<file path="src/rtl/seg_xlat_pkg.sv">
package seg_xlat_pkg;
  localparam int unsigned SEG_W = 2;
  localparam int unsigned OFF_W = 12;
  localparam int unsigned VA_W  = SEG_W + OFF_W;
  localparam int unsigned PA_W  = 16;
  localparam int unsigned LEN_W = OFF_W + 1;
  localparam int unsigned N_SEG = 1 << SEG_W;

  typedef enum logic [1:0] {
    FLT_NONE   = 2'd0,
    FLT_INVAL  = 2'd1,
    FLT_BOUNDS = 2'd2,
    FLT_WPROT  = 2'd3
  } fault_e;

  typedef struct packed {
    logic             valid;
    logic             wr_ok;
    logic [LEN_W-1:0] len;
    logic [PA_W-1:0]  base;
  } seg_entry_t;
endpackage

</file>
<file path="src/rtl/seg_table.sv">
module seg_table
  import seg_xlat_pkg::*;
(
  input  logic             clk_i,
  input  logic             rst_ni,
  input  logic             we_i,
  input  logic [SEG_W-1:0] wr_idx_i,
  input  seg_entry_t       wr_entry_i,
  input  logic [SEG_W-1:0] rd_idx_i,
  output seg_entry_t       rd_entry_o
);
  seg_entry_t tbl_q [N_SEG];

  for (genvar g = 0; g < N_SEG; g++) begin : g_ent
    always_ff @(posedge clk_i or negedge rst_ni) begin
      if (!rst_ni)                                   tbl_q[g] <= '0;
      else if (we_i && wr_idx_i == SEG_W'(g))        tbl_q[g] <= wr_entry_i;
    end


    ent_load_chk: assert property (@(posedge clk_i) disable iff (!rst_ni)
      $past(we_i) && $past(wr_idx_i) == SEG_W'(g) |-> tbl_q[g] == $past(wr_entry_i));
  end

  assign rd_entry_o = tbl_q[rd_idx_i];
endmodule

</file>
<file path="src/rtl/seg_check.sv">
module seg_check
  import seg_xlat_pkg::*;
(
  input  seg_entry_t       entry_i,
  input  logic [OFF_W-1:0] off_i,
  input  logic             write_i,
  output logic [PA_W-1:0]  paddr_o,
  output fault_e           fault_o
);
  logic in_range;
  assign in_range = {1'b0, off_i} < entry_i.len;

  // priority: invalid > bounds > write-protect
  always_comb begin
    if (!entry_i.valid)              fault_o = FLT_INVAL;
    else if (!in_range)              fault_o = FLT_BOUNDS;
    else if (write_i && !entry_i.wr_ok) fault_o = FLT_WPROT;
    else                             fault_o = FLT_NONE;
  end

  assign paddr_o = (fault_o == FLT_NONE) ? entry_i.base + PA_W'(off_i) : '0;
endmodule

</file>
<file path="src/rtl/seg_xlat.sv">
module seg_xlat
  import seg_xlat_pkg::*;
(
  input  logic             clk_i,
  input  logic             rst_ni,
  input  logic             tbl_we_i,
  input  logic [SEG_W-1:0] tbl_idx_i,
  input  logic [PA_W-1:0]  tbl_base_i,
  input  logic [LEN_W-1:0] tbl_len_i,
  input  logic             tbl_wr_ok_i,
  input  logic             tbl_valid_i,
  input  logic             req_valid_i,
  input  logic             req_write_i,
  input  logic [VA_W-1:0]  req_vaddr_i,
  output logic             rsp_valid_o,
  output logic [PA_W-1:0]  rsp_paddr_o,
  output logic [1:0]       rsp_fault_o
);
  seg_entry_t      wr_entry, rd_entry;
  logic [PA_W-1:0] paddr_c;
  fault_e          fault_c;

  assign wr_entry = '{valid: tbl_valid_i, wr_ok: tbl_wr_ok_i, len: tbl_len_i, base: tbl_base_i};

  seg_table u_table (
    .clk_i      (clk_i),
    .rst_ni     (rst_ni),
    .we_i       (tbl_we_i),
    .wr_idx_i   (tbl_idx_i),
    .wr_entry_i (wr_entry),
    .rd_idx_i   (req_vaddr_i[VA_W-1:OFF_W]),
    .rd_entry_o (rd_entry)
  );

  seg_check u_check (
    .entry_i (rd_entry),
    .off_i   (req_vaddr_i[OFF_W-1:0]),
    .write_i (req_write_i),
    .paddr_o (paddr_c),
    .fault_o (fault_c)
  );

  always_ff @(posedge clk_i or negedge rst_ni) begin
    if (!rst_ni) begin
      rsp_valid_o <= 1'b0;
      rsp_paddr_o <= '0;
      rsp_fault_o <= FLT_NONE;
    end else begin
      rsp_valid_o <= req_valid_i;
      rsp_paddr_o <= req_valid_i ? paddr_c : '0;
      rsp_fault_o <= req_valid_i ? fault_c : FLT_NONE;
    end
  end


  fault_zero_addr_chk: assert property (@(posedge clk_i) disable iff (!rst_ni)
    rsp_fault_o != FLT_NONE |-> rsp_paddr_o == '0);


  read_no_wprot_chk: assert property (@(posedge clk_i) disable iff (!rst_ni)
    rsp_valid_o && !$past(req_write_i) |-> rsp_fault_o != FLT_WPROT);


  idle_quiet_chk: assert property (@(posedge clk_i) disable iff (!rst_ni)
    !rsp_valid_o |-> rsp_fault_o == FLT_NONE && rsp_paddr_o == '0);


  rsp_follow_chk: assert property (@(posedge clk_i) disable iff (!rst_ni)
    $past(req_valid_i) && $past(fault_c) == FLT_NONE |-> rsp_valid_o && rsp_paddr_o == $past(paddr_c));
endmodule

</file>
<file path="config.mk">
export PLATFORM = sky130hd
export DESIGN_NAME = seg_xlat
export DESIGN_NICKNAME = d
export VERILOG_FILES = /design/src/rtl/seg_xlat_pkg.sv /design/src/rtl/seg_table.sv /design/src/rtl/seg_check.sv /design/src/rtl/seg_xlat.sv
export SDC_FILE = /design/constraint.sdc
export NUM_CORES = 1
export LEC_CHECK = 0
export BUFFER_PORTS_ARGS = -buffer_cell sky130_fd_sc_hd__buf_2
export CORE_UTILIZATION = 44
export CTS_CLUSTER_SIZE = 20
export DETAILED_ROUTE_END_ITERATION = 8
export PLACE_DENSITY = 0.68
export SLEW_MARGIN = 20
export SYNTH_ARGS = -nofsm -noshare
export SYNTH_HDL_FRONTEND = slang
export SYNTH_HIERARCHICAL = 1
export SYNTH_SLANG_ARGS = --single-unit
</file>
<file path="constraint.sdc">
create_clock -name clk_i -period 6.85 [get_ports clk_i]
set_input_delay 1.37 -clock clk_i [delete_from_list [all_inputs] [get_ports clk_i]]
set_output_delay 1.37 -clock clk_i [all_outputs]
set_load 0.02 [all_outputs]
</file>
==> results of run 1 <==
power groups by stage:
stage | Clock [µW] | Combinational [µW] | Sequential [µW]
after floorplan | 0 | 443 | 1080
after global routing | 889 | 672 | 1090
after CTS | 847 | 611 | 1070
final | 831 | 612 | 1070
after global placement | 0 | 590 | 1070
after detailed placement | 0 | 608 | 1080
synth_stat cells (all sizes together) (2+ instances only):
cell type and n:
a211oi 5, a21o 6, a21oi 12, a31oi 4, and2 19, and3 2, buf 22, clkbuf 3
dfrtp 143, ha 23, inv 14, mux2 125, mux2i 5, mux4 31, nand2 9, nand2b 3
nand3 9, nand3b 2, nand4 6, nand4b 6, nor2 14, nor3 4, nor3b 2, o21a 2
o21ai 9, xnor2 3, xor2 3
worst max-delay path, stage by stage:
cell and delay (ns):
buf_2 0.59, buf_4 0.37, mux4_2 0.52, inv_1 0.08, ha_1 0.24, a211o_1 0.27, a21oi_1 0.14, o22a_1 0.38
nand3_1 0.45, nor3_1 0.31, and2_2 0.16
final cells by class:
cell class / count / area (µm²) / area share, %
Antenna cell: 1 / 2.50 / 0.0308
Multi-Input combinational cell: 313 / 3290 / 40.5
Tap cell: 211 / 264 / 3.25
Clock buffer: 27 / 503 / 6.19
Inverter: 14 / 52.6 / 0.647
Sequential cell: 143 / 3580 / 44.1
Timing Repair Buffer: 76 / 402 / 4.94
Clock inverter: 4 / 28.8 / 0.354
metal layers:
layer  up-vias  routed length, µm
li1       1975                  -
met1      2211               6640
met2       120               7260
met3        31                750
met4         0                486
met5         -                  0
cells in the final DEF, fill, tap and decap left out, types with 2 or more instances in the layout:
cell and count:
dfrtp_1 143, mux2_2 122, buf_2 69, mux4_2 31
ha_1 23, clkbuf_16 17, and2_2 14, inv_1 14
nor2_1 14, a21oi_1 12, nand2_1 9, nand3_1 9
clkbuf_1 6, nand4b_1 6, nand4_1 6, buf_4 6
and2_1 5, o21ai_1 5, a21o_1 5, mux2i_1 5
clkbuf_8 4, a31oi_1 4, nand2b_1 3, o21ai_0 3
nor3_1 3, xor2_1 3, mux2_1 3, xnor2_1 3
clkinvlp_4 2, o21a_1 2, a211oi_2 2, and3_1 2
a211oi_1 2, nand3b_1 2
worst min-delay path by stage:
stage | startpoint | slack [ns] | endpoint
floorplan | u_table/tbl_q[110]$_DFFE_PN0P_ | 0.45 | u_table/tbl_q[110]$_DFFE_PN0P_
global placement | u_table/tbl_q[110]$_DFFE_PN0P_ | 0.46 | u_table/tbl_q[110]$_DFFE_PN0P_
detailed placement | u_table/tbl_q[111]$_DFFE_PN0P_ | 0.48 | u_table/tbl_q[111]$_DFFE_PN0P_
CTS | u_table/tbl_q[111]$_DFFE_PN0P_ | 0.50 | u_table/tbl_q[111]$_DFFE_PN0P_
global route | u_table/tbl_q[11]$_DFFE_PN0P_ | 0.51 | u_table/tbl_q[11]$_DFFE_PN0P_
finish | u_table/tbl_q[111]$_DFFE_PN0P_ | 0.49 | u_table/tbl_q[111]$_DFFE_PN0P_
metrics by stage:
| stage | worst slack, ns | hold WS [ns] | power (µW) |
|---|---|---|---|
| 3_5_place_dp | 1.84 | 0.484 | 1690 |
| 5_1_grt | 2.01 | 0.507 | 2650 |
| 4_1_cts | 2.30 | 0.496 | 2530 |
| 2_1_floorplan | 2.95 | 0.453 | 1520 |
| 3_3_place_gp | 1.95 | 0.462 | 1660 |
| 6_report | 2.32 | 0.491 | 2520 |
flip-flops by register name (all words and copies together) (netlist names):
register and flops:
rsp_paddr_o 16, u_table/tbl_q 124, rsp_valid_o 1, rsp_fault_o 2
kinds of logic after synthesis:
kind of cell / Yosys count / synth area share [%]
xor gates and xnor gates: 6 / 0.745
adders and majority gates: 24 / 4.36
AOI/OAI and AO/OA: 44 / 4.36
buffers and inverters: 39 / 2.71
and+or+nand+nor: 78 / 6.54
DFF: 143 / 50.7
muxes: 161 / 30.6
==> flow_summary.toml, run 1 <==
[sta]
slew_headroom_pct = 43.0
drv_slew = 0
post-route-period-util_pct = 66.1
worst_pin_slew_ns = 0.854
finalHoldViolations = 0
max_freq_ghz = 0.221
setup_tns_ns = 0
min_period_ns = 4.53
clock-skew-final_ns = 0.0114
final-setup-viol-count = 0
rsz0062_at_grt = "no"

[outcome]
outcome = "finished clean"

[global_routing]
busiest_layer = "met2"
grt_util_met3_pct = 5.95
use_met2_pct = 31.6
grt_pass1_vias = 4678
grt_overflow = 0
grt_max_degree = 78
use_met1_pct = 25.9
antenna_found_initial = 0
grt_usage_pct = 20.3
grt_pass1_wl_um = 24700

[drt]
first_pass_iters = 5
drtAntennaViolNets = 0
wire_per_inst_um = 19.2
viasPerCell = 5.50
drcViolationCount = 0
vias = 4337
drtIter0Drc = 337
routed_wl_um = 15100

[worst_setup_path]
cp.arrival_ns = 4.89
worstSetupStartpointType = "primary input"
worstReg2RegStart = "u_table/tbl_q[50]$_DFFE_PN0P_"
r2r-end = "rsp_paddr_o[3]$_DFF_PN0_"
critical_path_class = "in -> reg"
crit_end = "rsp_paddr_o[3]$_DFF_PN0_"
crit_fanout = 22
ff2ff_path_depth = 8
ff2ff_setup_slack_ns = 3.82
cp-startpoint = "req_vaddr_i[12]"
cp-end-kind = "flip-flop"
required_ns = 7.21

[synthesis]
yosysWarnings = 6
ys_async_sr_fraction_pct = 100
synth_edf_count = 0
ys.flop_type = "dfrtp_1"
ys_seq_area_share_pct = 50.7
synth_seq_cells = 143
synth_area_leaders = "dfrtp_1 (51%), mux2_2 (19%), mux4_2 (9.9%)"
synth_top_area_share_pct = 50.7
avgSynthCellArea_um2 = 14.3
synth_top_area_cell = "dfrtp_1"
synthCells = 495
syn-num-nets = 571
synth.distinct_cells = 48
synth_area_um2 = 7060

[die]
dieArea_um2 = 16500
die_h_um = 129
start_util_pct = 45.7
ios = 71
core_um2 = 15400
chipWidth_um = 129
num_rows = 45

[cts]
postCtsSetupRepairBufs = 0
clkTransAtPathRegs_ns = 0.06
cts_resized = 0
h-tree-depth = 4
clockBufferDepth = 2
cts_tree = "yes"
clock_sinks = 143
postCtsHoldBufs = 0
cts_inserted_buffers = 17
clock_latency_ns = 0.43
clockRootBuffer = "clkbuf_16"

[power]
leakage_uw = 0.00362
p_switching_uw = 704
ir_worst_vdd_mv = 0.200
p_int_uw = 1810
seqPwrFrac_pct = 42.6
switching_share_pct = 28.0
p_clk_share_pct = 33.0
p_comb_share_pct = 24.3
power_density_nw_per_um2 = 310

[layout]
nets = 641
area_growth_syn_to_layout_pct = 15.1
postLayoutCoreUtil_pct = 52.7
final_cell_area_um2 = 8120
final_cells = 789
fillers = 1280
layout-drive-gt1-share_pct = 48.0

[placement]
placed_cells = 757
port_buffers = 70
routabilityCongestion = 0.860
place_area_um2 = 7590
hpwl_um = 10200

[job]
cap_viol_max_count = 0

[worst_hold_path]
whs_path_depth = 1
worstHoldPathType = "reg -> reg"
Note: power is estimated with default switching activity, not from simulation.
==> inputs of run 2 (changes only) <==
--- a/config.mk
+++ b/config.mk
@@ -5,6 +5,7 @@
 export SDC_FILE = /design/constraint.sdc
 export NUM_CORES = 1
 export LEC_CHECK = 0
+export ABC_AREA = 1
 export BUFFER_PORTS_ARGS = -buffer_cell sky130_fd_sc_hd__buf_2
 export CORE_UTILIZATION = 44
 export CTS_CLUSTER_SIZE = 20
==> constraint.sdc (replaced) <==
create_clock -name clk_i -period 4.4 [get_ports clk_i]
set_input_delay 0.88 -clock clk_i [delete_from_list [all_inputs] [get_ports clk_i]]
set_output_delay 0.88 -clock clk_i [all_outputs]
set_load 0.02 [all_outputs]
==> run 2 against run 1 <==
First-iteration DRC count rose by 100%. Count of clock-buffer cells in the layout shrank 8. Largest cell class is now multi-input combinational cells. Sequential power rose by 50%. Worst setup slack got worse by 0.83 ns. Flip-flop and latch count is the same. Combinational power increased by 47%. Area after synthesis up 21%.
==> flow_summary.toml, run 2 <==
[synthesis]
ys.flop_type = "dfrtp_1"
synth_top_area_cell = "dfrtp_1"
synth_seq_cells = 143
synth_area_um2 = 8530
yosysWarnings = 6
avgSynthCellArea_um2 = 7.02
ys_seq_area_share_pct = 41.9
synth_area_leaders = "dfrtp_1 (42%), nand2_1 (21%), inv_1 (9.9%)"
synthCells = 1215
synth.distinct_cells = 30
syn-num-nets = 1291
yosysMostFrequentCell = "nand2_1"
ys_async_sr_fraction_pct = 100
netlist_top_cells_count = "nand2_1 (486), inv_1 (226), dfrtp_1 (143)"
synth_edf_count = 0
synth_top_area_share_pct = 41.9

[power]
seqPwrFrac_pct = 41.1
power_density_nw_per_um2 = 413
switching_share_pct = 32.2
p_clk_share_pct = 36.0
p_switching_uw = 1260
p_int_uw = 2650
ir_worst_vdd_mv = 0.230
leakage_uw = 0.00563
power_uw = 3910
p_comb_share_pct = 22.9

[sta]
final-setup-viol-count = 0
drv_slew = 0
post-route-period-util_pct = 66.1
slew_headroom_pct = 35.7
min_period_ns = 2.91
setup_tns_ns = 0
holdWs_ns = 0.465
worst_pin_slew_ns = 0.964
max_freq_ghz = 0.344
finalHoldViolations = 0
rsz0062_at_grt = "no"
clock-skew-final_ns = 0.0116

[layout]
largest_reg_flops = 124
mostFrequentLayoutCells = "nand2_1 (486), inv_1 (226), dfrtp_1 (143)"
area_growth_syn_to_layout_pct = 11.1
postLayoutCoreUtil_pct = 50.3
antenna_cells = 0
biggestRegsByFlops = "u_table/tbl_q x124, rsp_paddr_o x16, rsp_fault_o x2"
final_common_cell = "nand2_1"
layout-drive-gt1-share_pct = 11.2
regMostFlops = "u_table/tbl_q"
fillers = 1871
nets = 1331

[cts]
postCtsSetupRepairBufs = 0
clockBufferDepth = 2
clock_latency_ns = 0.43
clock_sinks = 143
cts_resized = 0
cts_inserted_buffers = 17
postCtsHoldBufs = 0
clockRootBuffer = "clkbuf_16"
cts_tree = "yes"
h-tree-depth = 4
clkTransAtPathRegs_ns = 0.06

[worst_setup_path]
cp-end-kind = "flip-flop"
r2r-end = "rsp_paddr_o[14]$_DFF_PN0_"
worstReg2RegStart = "u_table/tbl_q[0]$_DFFE_PN0P_"
ff2ff_setup_slack_ns = 2.26
required_ns = 4.76
critical_path_class = "in -> reg"
ff2ff_path_depth = 17
worstSetupStartpointType = "primary input"
cp.arrival_ns = 3.27
crit_fanout = 33

[drt]
vias = 7547
drcViolationCount = 0
first_pass_iters = 5
drtAntennaViolNets = 0
drtIter0Drc = 676
viasPerCell = 4.94
wire_per_inst_um = 14.5
routed_wl_um = 22200

[global_routing]
grt_max_degree = 85
grt_pass1_vias = 6982
use_met1_pct = 33.6
antenna_found_initial = 2
grt_util_met3_pct = 4.72
grt_overflow = 0
use_met2_pct = 35.8
busiest_layer = "met2"
grt_usage_pct = 23.6
grt_pass1_wl_um = 36500

[die]
ios = 71
die_h_um = 141
dieArea_um2 = 20000
start_util_pct = 45.3
num_rows = 50
core_um2 = 18800
chipWidth_um = 141

[outcome]
outcome = "finished clean"

[placement]
hpwl_um = 14400
routabilityCongestion = 0.908
port_buffers = 70

[job]
cap_viol_max_count = 0

[worst_hold_path]
worstHoldPathType = "in -> async"
==> run 2: cell count changes in the layout (fill, tap and decap cells not counted), sizes merged, moves of 6 or more <==
cell / delta
and2: -17
mux2: -125
nand3: +97
nand4: +59
nand2: +480
clkbuf: -8
mux4: -31
a21o: -6
inv: +219
nor2: +19
nand4b: -6
buf: +10
o21ai: +23
==> run 2: per-layer routing <==
metal / wire length, µm / part of all wire (%)
met1: 10500 / 47
met2: 10000 / 45
met3: 1340 / 6.0
met4: 372 / 1.7
met5: 10 / 0.045
==> run 2: worst max-delay path: stages <==
cell	delay (ns)
buf_2	0.11
inv_2	0.43
buf_12	0.27
nand2_1	0.09
nand3_1	0.09
nand2_1	0.09
ha_1	0.36
nand2_1	0.09
nand2_1	0.09
a21oi_1	0.15
nand2_1	0.11
nand2_1	0.09
nand2_1	0.05
nand2_1	0.06
nand2_1	0.08
nor2_1	0.10
nand2_1	0.06
inv_1	0.06
==> run 2: through the flow <==
step	std cells	setup WS (ns)	area (µm²)
after floorplan	1215	1.64	8530
after global placement	1496	1.11	8900
after detailed placement	1496	1.09	8900
after CTS	1528	1.51	9480
after global routing	1528	1.24	9480
final	1528	1.49	9480
==> run 2: logic make-up after synthesis <==
logic type      count (synthesis)  synth area share, %
simple gates                  702                 35.7
buf+inv                       296                 15.4
flops                         143                 41.9
compound gates                 43                 2.65
fa+ha+maj                      24                 3.61
xor+xnor                        7                0.718
==> run 2: final cells by class <==
class	instances	area (µm²)	share of cell area [%]
well taps	260	325	3.43
repair buffers	86	489	5.16
flip-flops and latches	143	3580	37.8
inverters	231	867	9.15
multi-input cells	776	3640	38.5
clock inverters	13	139	1.47
clock buffers	19	433	4.57
==> run 2: power by group through the flow <==
stage | Clock, µW | Combinational, µW | Sequential (µW)
after global routing | 1490 | 1030 | 1630
after global placement | 0 | 875 | 1620
final | 1410 | 897 | 1610
after floorplan | 0 | 655 | 1620
after CTS | 1430 | 894 | 1610
after detailed placement | 0 | 888 | 1630
==> run 2: worst max-delay path by stage <==
stage	start	end	slack (ns)	depth (start not counted)
after detailed placement	req_vaddr_i[12]	rsp_paddr_o[13]$_DFF_PN0_	1.09	17
final	req_vaddr_i[12]	rsp_paddr_o[15]$_DFF_PN0_	1.49	18
after floorplan	req_vaddr_i[12]	rsp_paddr_o[8]$_DFF_PN0_	1.64	15
after global placement	req_vaddr_i[12]	rsp_paddr_o[15]$_DFF_PN0_	1.11	18
after global routing	req_vaddr_i[12]	rsp_paddr_o[15]$_DFF_PN0_	1.24	18
after CTS	req_vaddr_i[12]	rsp_paddr_o[15]$_DFF_PN0_	1.51	18
==> inputs of run 3 (changes only) <==
--- a/config.mk
+++ b/config.mk
@@ -10,7 +10,7 @@
 export CORE_UTILIZATION = 44
 export CTS_CLUSTER_SIZE = 20
 export DETAILED_ROUTE_END_ITERATION = 8
-export PLACE_DENSITY = 0.68
+export PLACE_DENSITY = 0.7
 export SLEW_MARGIN = 20
 export SYNTH_ARGS = -nofsm -noshare
 export SYNTH_HDL_FRONTEND = slang
==> constraint.sdc (replaced) <==
create_clock -name clk_i -period 2.5 [get_ports clk_i]
set_input_delay 0.5 -clock clk_i [delete_from_list [all_inputs] [get_ports clk_i]]
set_output_delay 0.5 -clock clk_i [all_outputs]
set_load 0.02 [all_outputs]
==> run 3 against run 2 <==
Count of clock-buffer cells in the layout down 2. Critical path type unchanged. Highest routed layer is now met4. Combinational power up 90%. Largest cell class unchanged. Worst hold slack lost 0.42 ns. Critical path depth grew 1. Flip-flop and latch count did not move.
==> flow_summary.toml, run 3 (synthesized netlist as in run 2, its figures left out) <==
[power]
seqPwrFrac_pct = 39.5
p_clk_share_pct = 36.8
ir_worst_vdd_mv = 0.303
switching_share_pct = 31.8
p_comb_share_pct = 23.7
leakage_uw = 0.00589
power_density_nw_per_um2 = 724
p_switching_uw = 2280
p_int_uw = 4890

[sta]
rsz0062_at_grt = "no"
worst_pin_slew_ns = 0.586
slew_headroom_pct = 60.9
finalHoldViolations = 0
final-setup-viol-count = 0
max_freq_ghz = 0.453
clock-skew-final_ns = 0.00735
post-route-period-util_pct = 88.4
drv_slew = 0
min_period_ns = 2.21

[worst_setup_path]
cp.depth = 19
cp-startpoint = "req_vaddr_i[12]"
cp_num_buf_inv = 6
required_ns = 2.86
cp.arrival_ns = 2.57
worstReg2RegStart = "u_table/tbl_q[0]$_DFFE_PN0P_"
ff2ff_setup_slack_ns = 0.35
crit_family = "simple AND/OR/NAND/NOR gates"
critical_path_class = "in -> reg"
crit_fanout = 19
crit_top_cell = "nand2_1"
slowest_delay_ns = 0.36
crit_end = "rsp_paddr_o[15]$_DFF_PN0_"
worstPathCellList = "buf_2 > inv_2 > buf_12 > buf_12 > nand2_1 > nand3_1 > nand2_1 > ha_1 > nand2_1 > inv_1 > nand2_1 > nand2_1 > a21oi_1 > nand2_1 > nand2_1 > nand2_1 > nor2_1 > nand2_1 > inv_1"
worstSetupStartpointType = "primary input"
cp-end-kind = "flip-flop"
critPathSlowestCell = "ha_1"
ff2ff_path_depth = 14
r2r-end = "rsp_paddr_o[8]$_DFF_PN0_"

[drt]
drtIter0Drc = 520
vias = 7632
drtAntennaViolNets = 0
first_pass_iters = 5
viasPerCell = 4.86
drcViolationCount = 0
wire_per_inst_um = 14.0
routed_wl_um = 21900

[placement]
place_area_um2 = 9290
routabilityCongestion = 0.869
hpwl_um = 14900
port_buffers = 70
placed_cells = 1539

[cts]
clockRootBuffer = "clkbuf_16"
postCtsHoldBufs = 0
postCtsSetupRepairBufs = 0
cts_inserted_buffers = 17
clock_latency_ns = 0.43
cts_tree = "yes"
clkTransAtPathRegs_ns = 0.06
clock_sinks = 143
h-tree-depth = 4
clockBufferDepth = 2
cts_resized = 0

[layout]
layout-drive-gt1-share_pct = 14.3
final_cell_area_um2 = 9900
fillers = 1841
largest_reg_flops = 124
postLayoutCoreUtil_pct = 52.6
biggestRegsByFlops = "u_table/tbl_q x124, rsp_paddr_o x16, rsp_fault_o x2"
final_common_cell = "nand2_1"
nets = 1374
final_cells = 1571
antenna_cells = 0
regMostFlops = "u_table/tbl_q"
area_growth_syn_to_layout_pct = 16.0
mostFrequentLayoutCells = "nand2_1 (486), inv_1 (226), dfrtp_1 (143)"

[global_routing]
grt_max_degree = 60
antenna_found_initial = 0
grt_usage_pct = 23.5
grt_overflow = 0
grt_pass1_vias = 7328
grt_pass1_wl_um = 36400

[die]
die_h_um = 141
ios = 71
start_util_pct = 45.3
chipWidth_um = 141
core_um2 = 18800
dieArea_um2 = 20000
num_rows = 50

[job]
cap_viol_max_count = 0

[outcome]
outcome = "finished clean"

[worst_hold_path]
worstHoldPathType = "in -> async"
## run 3: cell types whose count changed in the layout (fill, tap and decap cells not counted), sizes merged
cell,change
clkinvlp,-1
bufinv,+1
clkbuf,-2
buf,+43
inv,+3
clkinv,-1
## run 3: power by group through the flow
stage | combinational [µW] | clock [µW] | sequential [µW]
final | 1700 | 2640 | 2830
after global routing | 1950 | 2780 | 2870
after CTS | 1700 | 2680 | 2830
after detailed placement | 1690 | 0 | 2860
after global placement | 1660 | 0 | 2850
after floorplan | 1150 | 0 | 2860
## run 3: routing by layer
layer / GRT usage (%) / up-vias / wire, µm
li1: - / 3868 / -
met1: 31.1 / 3502 / 10300
met2: 38.2 / 223 / 10100
met3: 4.35 / 39 / 1140
met4: 9.10 / 0 / 473
met5: 0 / - / 0
## run 3: per-stage QoR
stage	TNS [ns]	setup slack (ns)	hold slack [ns]	power (µW)
6_report	0	0.290	0.0496	7170
5_1_grt	0	0.0924	0.100	7600
4_1_cts	0	0.312	0.0734	7210
3_5_place_dp	-0.665	-0.110	0.458	4550
3_3_place_gp	-0.358	-0.103	0.454	4520
2_1_floorplan	0	0.119	0.204	4010
## run 3: worst min-delay path by stage
stage / from / endpoint / slack, ns / cells after the start
after floorplan: rst_ni / rsp_fault_o[0]$_DFF_PN0_ / 0.20 / 0
after global placement: u_table/tbl_q[92]$_DFFE_PN0P_ / u_table/tbl_q[92]$_DFFE_PN0P_ / 0.45 / 2
after detailed placement: u_table/tbl_q[68]$_DFFE_PN0P_ / u_table/tbl_q[68]$_DFFE_PN0P_ / 0.46 / 2
after CTS: rst_ni / u_table/tbl_q[2]$_DFFE_PN0P_ / 0.07 / 1
after global routing: rst_ni / u_table/tbl_q[2]$_DFFE_PN0P_ / 0.10 / 1
final: rst_ni / u_table/tbl_q[4]$_DFFE_PN0P_ / 0.05 / 1
## run 3: cell type report
| class | instances | area, µm² | share of cell area (%) |
|---|---|---|---|
| Sequential cell | 143 | 3580 | 36.1 |
| Timing Repair Buffer | 129 | 875 | 8.83 |
| Multi-Input combinational cell | 776 | 3640 | 36.8 |
| Clock inverter | 15 | 185 | 1.87 |
| Clock buffer | 17 | 425 | 4.30 |
| Inverter | 231 | 867 | 8.76 |
| Tap cell | 260 | 325 | 3.29 |
